[src/rtl/cdu_pkg.sv]
package cdu_pkg;
  localparam int AXW   = 3;
  localparam int CRDW  = 2 * AXW;
  localparam int CFGW  = 17;
  localparam logic [CFGW-1:0] CFG_TRANSPARENT = 17'h0A200;

  typedef struct packed {
    logic [AXW-1:0] x;
    logic [AXW-1:0] y;
  } coord_t;

  typedef struct packed {
    logic [1:0] rt_w;
    logic [1:0] rt_e;
    logic [1:0] rt_s;
    logic [1:0] rt_n;
    logic [2:0] in_r;
    logic       reg_en;
    logic [2:0] in_l;
    logic [1:0] sel;
  } cfg_t;

  // Position of a healthy cell: same column, one row further north.
  function automatic coord_t step_north(coord_t s);
    coord_t r;
    r.x = s.x;
    r.y = s.y + AXW'(1);
    return r;
  endfunction

  // Gene of one row of the configured column.
  function automatic cfg_t gene_word(logic [AXW-1:0] col, logic [AXW-1:0] row);
    cfg_t w;
    w.rt_w   = col[1:0];
    w.rt_e   = row[1:0];
    w.rt_s   = 2'b10;
    w.rt_n   = 2'b00;
    w.in_r   = row + 3'd1;
    w.reg_en = row[0];
    w.in_l   = col;
    w.sel    = 2'b11;
    return w;
  endfunction
endpackage

[src/rtl/cdu_status.sv]
module cdu_status (
  input  logic fault_i,
  input  logic kill_from_west_i,
  input  logic kill_from_east_i,
  output logic kill_to_east_o,
  output logic kill_to_west_o,
  output logic row_kill_o
);
  // Directional forwarding keeps the row free of combinational loops.
  assign kill_to_east_o = fault_i | kill_from_west_i;
  assign kill_to_west_o = fault_i | kill_from_east_i;
  assign row_kill_o     = fault_i | kill_from_west_i | kill_from_east_i;
endmodule

[src/rtl/cdu_coord.sv]
module cdu_coord
  import cdu_pkg::*;
(
  input  logic   clk,
  input  logic   rst,
  input  logic   row_kill_i,
  input  coord_t south_i,
  output coord_t coord_q,
  output logic   ok_q
);
  coord_t coord_d;

  always_comb begin
    if (row_kill_i) coord_d = south_i;
    else            coord_d = step_north(south_i);
  end

  always_ff @(posedge clk) begin
    if (rst) begin
      coord_q <= '0;
      ok_q    <= 1'b1;
    end else begin
      coord_q <= coord_d;
      ok_q    <= ~row_kill_i;
    end
  end
endmodule

[src/rtl/cdu_genome.sv]
module cdu_genome
  import cdu_pkg::*;
#(
  parameter int COLUMN = 2,
  parameter int ROWS   = 5
) (
  input  logic            ok_i,
  input  coord_t          coord_i,
  output logic [CFGW-1:0] cfg_o
);
  localparam logic [AXW-1:0] COL_ID = AXW'(COLUMN);

  logic            col_hit;
  logic [CFGW-1:0] row_word;

  assign col_hit = (coord_i.x == COL_ID);

  always_comb begin
    row_word = CFG_TRANSPARENT;
    for (int r = 0; r < ROWS; r++) begin
      if (int'(coord_i.y) == r) row_word = gene_word(COL_ID, AXW'(r));
    end
  end

  assign cfg_o = (ok_i && col_hit) ? row_word : CFG_TRANSPARENT;
endmodule

[src/rtl/cell_diff_unit.sv]
module cell_diff_unit
  import cdu_pkg::*;
#(
  parameter int COLUMN = 2,
  parameter int ROWS   = 5
) (
  input  logic            clk,
  input  logic            rst,
  input  logic [CRDW-1:0] south_coord_i,
  input  logic            fault_i,
  input  logic            kill_from_west_i,
  input  logic            kill_from_east_i,
  output logic [CRDW-1:0] coord_o,
  output logic            ok_o,
  output logic            kill_to_east_o,
  output logic            kill_to_west_o,
  output logic [CFGW-1:0] cfg_o
);
  logic   row_kill;
  coord_t coord_q;
  logic   ok_q;

  cdu_status u_status (
    .fault_i          (fault_i),
    .kill_from_west_i (kill_from_west_i),
    .kill_from_east_i (kill_from_east_i),
    .kill_to_east_o   (kill_to_east_o),
    .kill_to_west_o   (kill_to_west_o),
    .row_kill_o       (row_kill)
  );

  cdu_coord u_coord (
    .clk        (clk),
    .rst        (rst),
    .row_kill_i (row_kill),
    .south_i    (coord_t'(south_coord_i)),
    .coord_q    (coord_q),
    .ok_q       (ok_q)
  );

  cdu_genome #(.COLUMN(COLUMN), .ROWS(ROWS)) u_genome (
    .ok_i    (ok_q),
    .coord_i (coord_q),
    .cfg_o   (cfg_o)
  );

  assign coord_o = coord_q;
  assign ok_o    = ok_q;
endmodule

[config.mk]
export PLATFORM = sky130hd
export DESIGN_NAME = cell_diff_unit
export DESIGN_NICKNAME = d
export VERILOG_FILES = /design/src/rtl/cdu_pkg.sv /design/src/rtl/cdu_status.sv /design/src/rtl/cdu_coord.sv /design/src/rtl/cdu_genome.sv /design/src/rtl/cell_diff_unit.sv
export SDC_FILE = /design/constraint.sdc
export NUM_CORES = 1
export LEC_CHECK = 0
export ABC_AREA = 1
export BUFFER_PORTS_ARGS = -buffer_cell sky130_fd_sc_hd__buf_2
export CAP_MARGIN = 5
export CELL_PAD_IN_SITES_DETAIL_PLACEMENT = 1
export CELL_PAD_IN_SITES_GLOBAL_PLACEMENT = 1
export CORE_UTILIZATION = 26
export CTS_BUF_LIST = sky130_fd_sc_hd__clkbuf_4 sky130_fd_sc_hd__clkbuf_8
export DETAILED_ROUTE_END_ITERATION = 16
export PLACE_DENSITY = 0.88
export SKIP_CTS_REPAIR_TIMING = 1
export SYNTH_ARGS = -nofsm -noshare
export SYNTH_HDL_FRONTEND = slang
export SYNTH_HIERARCHICAL = 1
export SYNTH_SLANG_ARGS = --single-unit
[constraint.sdc]
create_clock -name clk -period 1.82 [get_ports clk]
set_clock_uncertainty 0.1 [all_clocks]
set_input_delay 0.182 -clock clk [delete_from_list [all_inputs] [get_ports clk]]
set_output_delay 0.182 -clock clk [all_outputs]
set_load 0.01 [all_outputs]
---- Word level (Yosys, flattened, before mapping) ----
Cells that the tools add are included.
word-level totals
  bits of input ports ..................... 11
  register bits ........................... 7
  logic and storage cells ................. 22
  output and inout port bits .............. 26
operators by class
  bitwise logic cells ..................... 4
  $add $sub $neg .......................... 1
  muxes and demuxes ....................... 7
  reduce and logical (&&, ||, !) cells .... 2
  equal/unequal tests ..................... 5
operator list
  operator               number
  $mux W17               6
  $eq A3 B3 Y1 const B   3
  $eq A3 B2 Y1 const B   2
  $add A3 B1 Y3 const B  1
  $logic_not A3 Y1       1
  $mux W3                1
  $or A1 B1 Y1           3
  $logic_and A1 B1 Y1    1
  $not A1 Y1             1

---- Logic depth before layout (Yosys ltp) ----
Gate-level depths: netlist of the first run.
  depth in word-level cells ............... 7
  gate-level depth with buffers ........... 7
  depth with buffers taken out ............ 6

---- By module ----
Netlist of the first run, hierarchy kept.
modules (own cells, without submodules)
  module      seq. area each (µm²)  instances  cells an instance  area each (µm²)
  cdu_coord   140.1                 1          28                 236.5
  cdu_genome  0.0                   1          35                 185.2
  cdu_status  0.0                   1          5                  21.3

---- Worst setup path before layout of the first run ----
OpenSTA, ideal clock, no wires.
  path kind ............................... register to output
  start point ............................. register u_coord.ok_q
  end point ............................... output cfg_o[12]
  path buffers ............................ 1
  setup slack ............................. 0.597 ns
  arrival ................................. 0.941 ns
  required time ........................... 1.538 ns
  cell stages (with the launch flop) ...... 8
  cell sequence ........................... dfxtp_1 > nand2_1 > inv_1 > nand2_2 > inv_2 > nand2_2 > inv_2 > buf_4
on the way
  cells in the longest elaborated chain, start to end .. 2
ends and longest elaborated chain
  what                      RTL line              source
  start: declaration        cdu_coord.sv:9        output logic ok_q
  start signal: assignment  cdu_coord.sv:24       ok_q <= ~row_kill_i;
  $logic_and A1 B1 Y1       cdu_genome.sv:25      assign cfg_o = (ok_i && col_hit) ? row_word : CFG_TRANSPARENT;
  $mux W17                  cdu_genome.sv:25
  end: declaration          cell_diff_unit.sv:17  output logic [CFGW-1:0] cfg_o
Every way passes these cells.

---- Final worst setup path of the first run ----
  start point ............................. register, netlist name u_coord/coord_q[3]
  end point ............................... output cfg_o[16]
on the way
  cells in the longest elaborated chain, start to end .. 3
ends and longest elaborated chain
  what                 RTL line          source
  $eq A3 B2 Y1         cdu_genome.sv:16  assign col_hit = (coord_i.x == COL_ID);
  $logic_and A1 B1 Y1  cdu_genome.sv:25
  $mux W17             cdu_genome.sv:25
Every way passes these cells.

==> results by group, run 1 <==
Clock network
  • Max Buffers Root-to-Sink: 2
  • H-tree lvl count: 1
  • Clock tree sinks: 7
  • CTS tree: yes
  • CTS buffer count: 3
  • CTS root buffer: clkbuf_4
  • Clk pin slew, worst setup/hold paths: 0.05 ns

Routing
  • Drt pass-1 iters: 1
  • DRC Markers: 0
  • Via density: 4.15
  • Drt initial violations: 0
  • Via count: ~470
  • Routed len/inst: around 8.8 µm
  • ANT nets after route: 0
  • Final wirelength: 999 µm

Yosys
  • Asr flop ratio synth: 0%
  • Leading area contributor after synthesis: dfxtp_1
  • Yosys top cell area share: 31.6%
  • Post-Syn Area: between 400 and 500 µm²
  • Post-synth cell types: 16
  • Top cells by area, synth: dfxtp_1 32%, buf_4 15%, nand2_1 10%
  • Post-Syn Instances: 68
  • EDFF count, synth: 0
  • Ys Warns: 6
  • Avg Synthesized Cell Area: 6.51 µm²
  • Flops & latches, synth: 7
  • Most common library cells after synthesis: 12 x nand2_1, 12 x nor2_1, 9 x buf_4, 9 x inv_1, 7 x dfxtp_1
  • Top_reg_cell synth: dfxtp_1
  • Sequential share of the synthesized area: 31.6%

Finish
  • Layout Nets: roughly 110
  • Fillers: 223
  • Area growth, synth to finish: 34.7%
  • Final Util: approximately 39%
  • Layout cells sized above 1: about half
  • ANT cells: 0

Global route
  • Global-route wire length before repair: 1700 µm
  • All-Layer GR Usage: 12.4%
  • Initial antenna violation count: 0
  • Grt ovf: 0
  • Number of global-route vias before repair: 482
  • Largest net degree at the start of global routing: 7

Critical path
  • CP required: 1.54 ns
  • CP endpoint kind: primary output
  • Crit start category: flop
  • Worst endpoint data arrival time: 1.13 ns
  • Peak fanout along the critical path: 5
  • Critical path type: flop to primary output

Power
  • Leak: between 0.3 and 0.4 nW
  • Final Power: 406 µW
  • Pwr per Cell Area: 680 nW/µm²
  • Worst IR Drop VDD: 281 µV

Die
  • Std cell rows: 14
  • Initial core utilization: 28.7%
  • Die area: 1870 µm²
  • Num ports: 37
  • Die height: 43.3 µm
  • Core area: 1540 µm²
  • Die width: 43.3 µm

STA
  • Final hold vios: 0
  • Setup-failing EPs final: 0
  • Minimum clock period: around 1.4 ns
  • Period utilization: 77.6%
  • RSZ-0062 raised after global routing: no
  • Setup TNS: 0 ns
  • Max-slew violation count: 0
  • Highest clock rate: approximately 710 MHz

Place
  • Port Buf Inserts: 32
  • Placer Congestion: between 0.6 and 0.7
  • Dpl hpwl: ~910 µm

Status
  • Run status: completed

Hold path
  • Worst Hold Class: primary input to flop

Flow run
  • Max Cap Viol: 0
[through the flow]
| step | cells | area (µm²) | setup WS, ns | hold WS, ns |
|---|---|---|---|---|
| CTS | 114 | 597 | 0.368 | 0.0268 |
| global placement | 110 | 567 | 0.685 | 0.293 |
| finish | 114 | 597 | 0.407 | 0.0376 |
| floorplan | 71 | 454 | 0.597 | 0.153 |
| global route | 114 | 597 | 0.297 | 0.0367 |
| detailed placement | 110 | 567 | 0.646 | 0.295 |
[state kept, by name, indices dropped and copies added (netlist names)]
name / flops
u_coord/coord_q: 6
u_coord/ok_q: 1
[logic make-up (layout without fill, tap and decap cells)]
logic type               Yosys count  in the layout  synth area share, %
AND/OR/NAND/NOR                   32             32                 32.2
adder cells (fa/ha/maj)            1              1                 2.82
other                              1              4                0.847
AO/OA/AOI/OAI                      4              4                 5.37
buffers and inverters             23             50                 27.1
flip-flops                         7              7                 31.6
[critical path, stage by stage (launching register included)]
cell	delay (ns)
dfxtp_1	0.31
nor2_2	0.14
nand2_2	0.10
inv_2	0.07
nand2_2	0.06
inv_2	0.07
buf_2	0.13
[power by group]
| group | total [mW] | switching, mW | leakage, nW | internal, mW |
|---|---|---|---|---|
| logic | 0.0835 | 0.0493 | 0.304 | 0.0342 |
| clock network | 0.151 | 0.0525 | 0.0184 | 0.0982 |
| registers | 0.172 | 0.00862 | 0.0585 | 0.163 |
[path summary, 6_finish.rpt]
path / from / to / slack (ns) / cells after the start
worst max-delay path: u_coord/coord_q[3] / cfg_o[16] / 0.41 / 6
worst min-delay path: rst / u_coord/coord_q[5] / 0.04 / 2
[layout make-up]
cell class,instances,area (µm²),share of cell area [%]
Clock buffer,4,30.0,5.03
Sequential cell,7,140,23.5
Timing Repair Buffer,32,160,26.8
Inverter,14,52.6,8.81
Tap cell,16,20.0,3.35
Multi-Input combinational cell,41,194,32.5
[routing by layer]
metal | track usage (%) | wire [µm]
met5 | 0 | 0
met4 | 7.27 | 0
met3 | 4.26 | 81
met2 | 24.8 | 599
met1 | 9.77 | 318
[placed cells by master (no fill, tap or decap)]
master,count
o21ai_2,1
nand2_1,12
nand3_1,1
o21ai_0,1
inv_2,5
nand3_2,1
ha_1,1
dfxtp_1,7
or2_1,1
inv_1,9
a21oi_1,2
nor2_1,12
conb_1,4
nor2_2,2
buf_2,32
nand2_2,3
clkbuf_4,4
No activity file was read; power rests on OpenSTA's default activity.
==> run 2, diff against run 1 <==
--- a/config.mk
+++ b/config.mk
@@ -10,10 +10,10 @@
 export CAP_MARGIN = 5
 export CELL_PAD_IN_SITES_DETAIL_PLACEMENT = 1
 export CELL_PAD_IN_SITES_GLOBAL_PLACEMENT = 1
-export CORE_UTILIZATION = 26
+export CORE_UTILIZATION = 24
 export CTS_BUF_LIST = sky130_fd_sc_hd__clkbuf_4 sky130_fd_sc_hd__clkbuf_8
 export DETAILED_ROUTE_END_ITERATION = 16
-export PLACE_DENSITY = 0.88
+export PLACE_DENSITY = 0.83
 export SKIP_CTS_REPAIR_TIMING = 1
 export SYNTH_ARGS = -nofsm -noshare
 export SYNTH_HDL_FRONTEND = slang
==> constraint.sdc (replaced) <==
create_clock -name clk -period 1.3 [get_ports clk]
set_clock_uncertainty 0.1 [all_clocks]
set_input_delay 0.13 -clock clk [delete_from_list [all_inputs] [get_ports clk]]
set_output_delay 0.13 -clock clk [all_outputs]
set_load 0.01 [all_outputs]
==> run 2 against run 1 <==
Compared with the run above:
- the flow now finishes with violations (setup timing)
- power grew 49%
- combinational power increased by 81%
- die area increased by 7.9%
- core utilization increased by 5.1 points
- global-route usage fell by 2.4 points
- setup slack worse by 0.43 ns
- first-iteration DRC count grew 1
- non-clock buffer count is 5 higher
- clock-buffer cell count unchanged
- via count grew 5.3%
- wire length grew 13%
- sequential cell count stayed put
==> results by group, run 2 (same netlist as run 1, synthesis figures left out) <==
Status
  • Run status: finished with violations
  • Failing checks: setup timing

Critical path
  • Crit path largest cell delay: 0.33 ns (+0.02 ns)
  • CP endpoint kind: primary output
  • CP Buf/Inv Count: 2 (-1)
  • Worst endpoint data arrival time: 1.09 ns (-0.04 ns)
  • Crit start category: flop
  • Peak fanout along the critical path: 4 (-1)
  • CP Cell Sequence: nor2_4 > nand2_4 > buf_6 > nor2_4 > buf_6
  • CP required: 1.07 ns (-0.47 ns)
  • Critical-path top delay cell: dfxtp_2
  • Critical path type: flop to primary output
  • Cell family with most CP delay: flip-flops

Finish
  • Final Util: 43.8% (+5.1 points)
  • Layout cells sized above 1: 55.3% (+6.4 points)
  • Commonest non-fill, non-tap cells in the layout: 24 x buf_2, 12 x nor2_1, 12 x nand2_1
  • Commonest non-fill, non-tap cell in the layout: buf_2
  • Max FFs per register: 6 (unchanged)
  • Biggest regs: u_coord/coord_q x6, u_coord/ok_q x1
  • Fillers: 222 (-0.45%)
  • Biggest register: u_coord/coord_q
  • Layout Nets: 116 (+4.5%)
  • ANT cells: 0 (unchanged)
  • Area growth, synth to finish: 70.9%

Power
  • Pwr per Cell Area: 800 nW/µm² (+18%)
  • Worst IR Drop VDD: 340 µV (+21%)
  • Leak: 0.420 nW (+10%)

STA
  • Setup TNS: -0.0700 ns (-0.0700 ns)
  • RSZ-0062 raised after global routing: yes
  • Highest clock rate: about 760 MHz
  • Period utilization: 102%
  • Minimum clock period: about 1.3 ns
  • Final hold vios: 0 (unchanged)
  • Max-slew violation count: 0 (unchanged)
  • Setup-failing EPs final: 6 (+6)
  • Post-route setup slack: -0.0196 ns (-0.427 ns)

Die
  • Initial core utilization: 25.7% (-3.1 points)
  • Std cell rows: 15 (+1)
  • Die height: 45.0 µm (+3.9%)
  • Num ports: 37 (unchanged)
  • Die width: 45.0 µm (+3.9%)
  • Die area: 2020 µm² (+7.9%)
  • Core area: 1730 µm² (+12%)

Clock network
  • CTS root buffer: clkbuf_4
  • CTS buffer count: 3 (unchanged)
  • CTS tree: yes
  • Max Buffers Root-to-Sink: 2 (unchanged)
  • Clk pin slew, worst setup/hold paths: 0.05 ns (about the same)
  • Clock tree sinks: 7 (unchanged)
  • H-tree lvl count: 1 (unchanged)

Global route
  • All-Layer GR Usage: 9.96% (-2.4 points)
  • Number of global-route vias before repair: 389 (-19%)
  • Grt ovf: 0 (unchanged)
  • Global-route wire length before repair: 1460 µm (-15%)
  • Initial antenna violation count: 0 (unchanged)
  • Largest net degree at the start of global routing: 7 (unchanged)

Hold path
  • Worst Hold Class: primary input to flop

Routing
  • Final wirelength: 1130 µm (+13%)
  • Routed len/inst: 8.80 µm (+0.47%)
  • Via density: 3.89 (-6.2%)
  • DRC Markers: 0 (unchanged)
  • Drt pass-1 iters: 2 (+1)
  • Via count: 498 (+5.3%)
  • ANT nets after route: 0 (unchanged)
  • Drt initial violations: 1 (+1)

Flow run
  • Max Cap Viol: 0 (unchanged)

Place
  • Port Buf Inserts: 32 (unchanged)
  • Placer Congestion: 0.700 (+3.9%)
  • Dpl hpwl: 910 µm (about the same)
-- run 2: changes by cell type in the layout (fill, tap and decap cells not counted), moves of 4 or more --
cell / change
dlygate4sd3_1: +4
dfxtp_1: -6
buf_2: -8
dfxtp_2: +4
buf_6: +9
-- run 2: final cells by class --
cell class	count	area, µm²	share of cell area [%]
repair buffers	37	262	34.5
multi-input cells	41	221	29.3
flip-flops and latches	7	153	20.2
inverters	14	60.1	7.93
well taps	25	31.3	4.13
clock buffers	4	30.0	3.97
-- run 2: worst paths after layout --
kind	endpoint	slack (ns)	start	cells after the start
worst max-delay path	cfg_o[8]	-0.02	u_coord/coord_q[5]	5
worst min-delay path	u_coord/coord_q[2]	0.05	south_coord_i[2]	3
-- run 2: stage by stage --
stage | total power [mW] | setup WS, ns | cells | hold slack [ns] | area [µm²]
2_1_floorplan | 0.326 | 0.129 | 71 | 0.101 | 454
3_3_place_gp | 0.360 | 0.215 | 119 | 0.242 | 578
3_5_place_dp | 0.364 | 0.195 | 119 | 0.239 | 578
4_1_cts | 0.578 | -0.0724 | 123 | -0.0178 | 608
5_1_grt | 0.646 | -0.0997 | 128 | 0.0752 | 757
6_report | 0.605 | -0.0196 | 128 | 0.0539 | 757
-- run 2: layer usage --
layer | up-vias | share of wire (%) | routed length (µm) | track usage [%]
li1 | 252 | - | - | -
met3 | 0 | 7.0 | 79 | 3.60
met5 | - | 0 | 0 | 0
met4 | 0 | 0 | 0 | 3.64
met2 | 24 | 61 | 689 | 18.8
met1 | 222 | 32 | 359 | 9.76
-- run 2: where the power goes --
part           total [mW]  internal (mW)  switching [mW]
clock               0.210          0.137          0.0725
combinational       0.151         0.0711          0.0797
sequential          0.245          0.229          0.0156
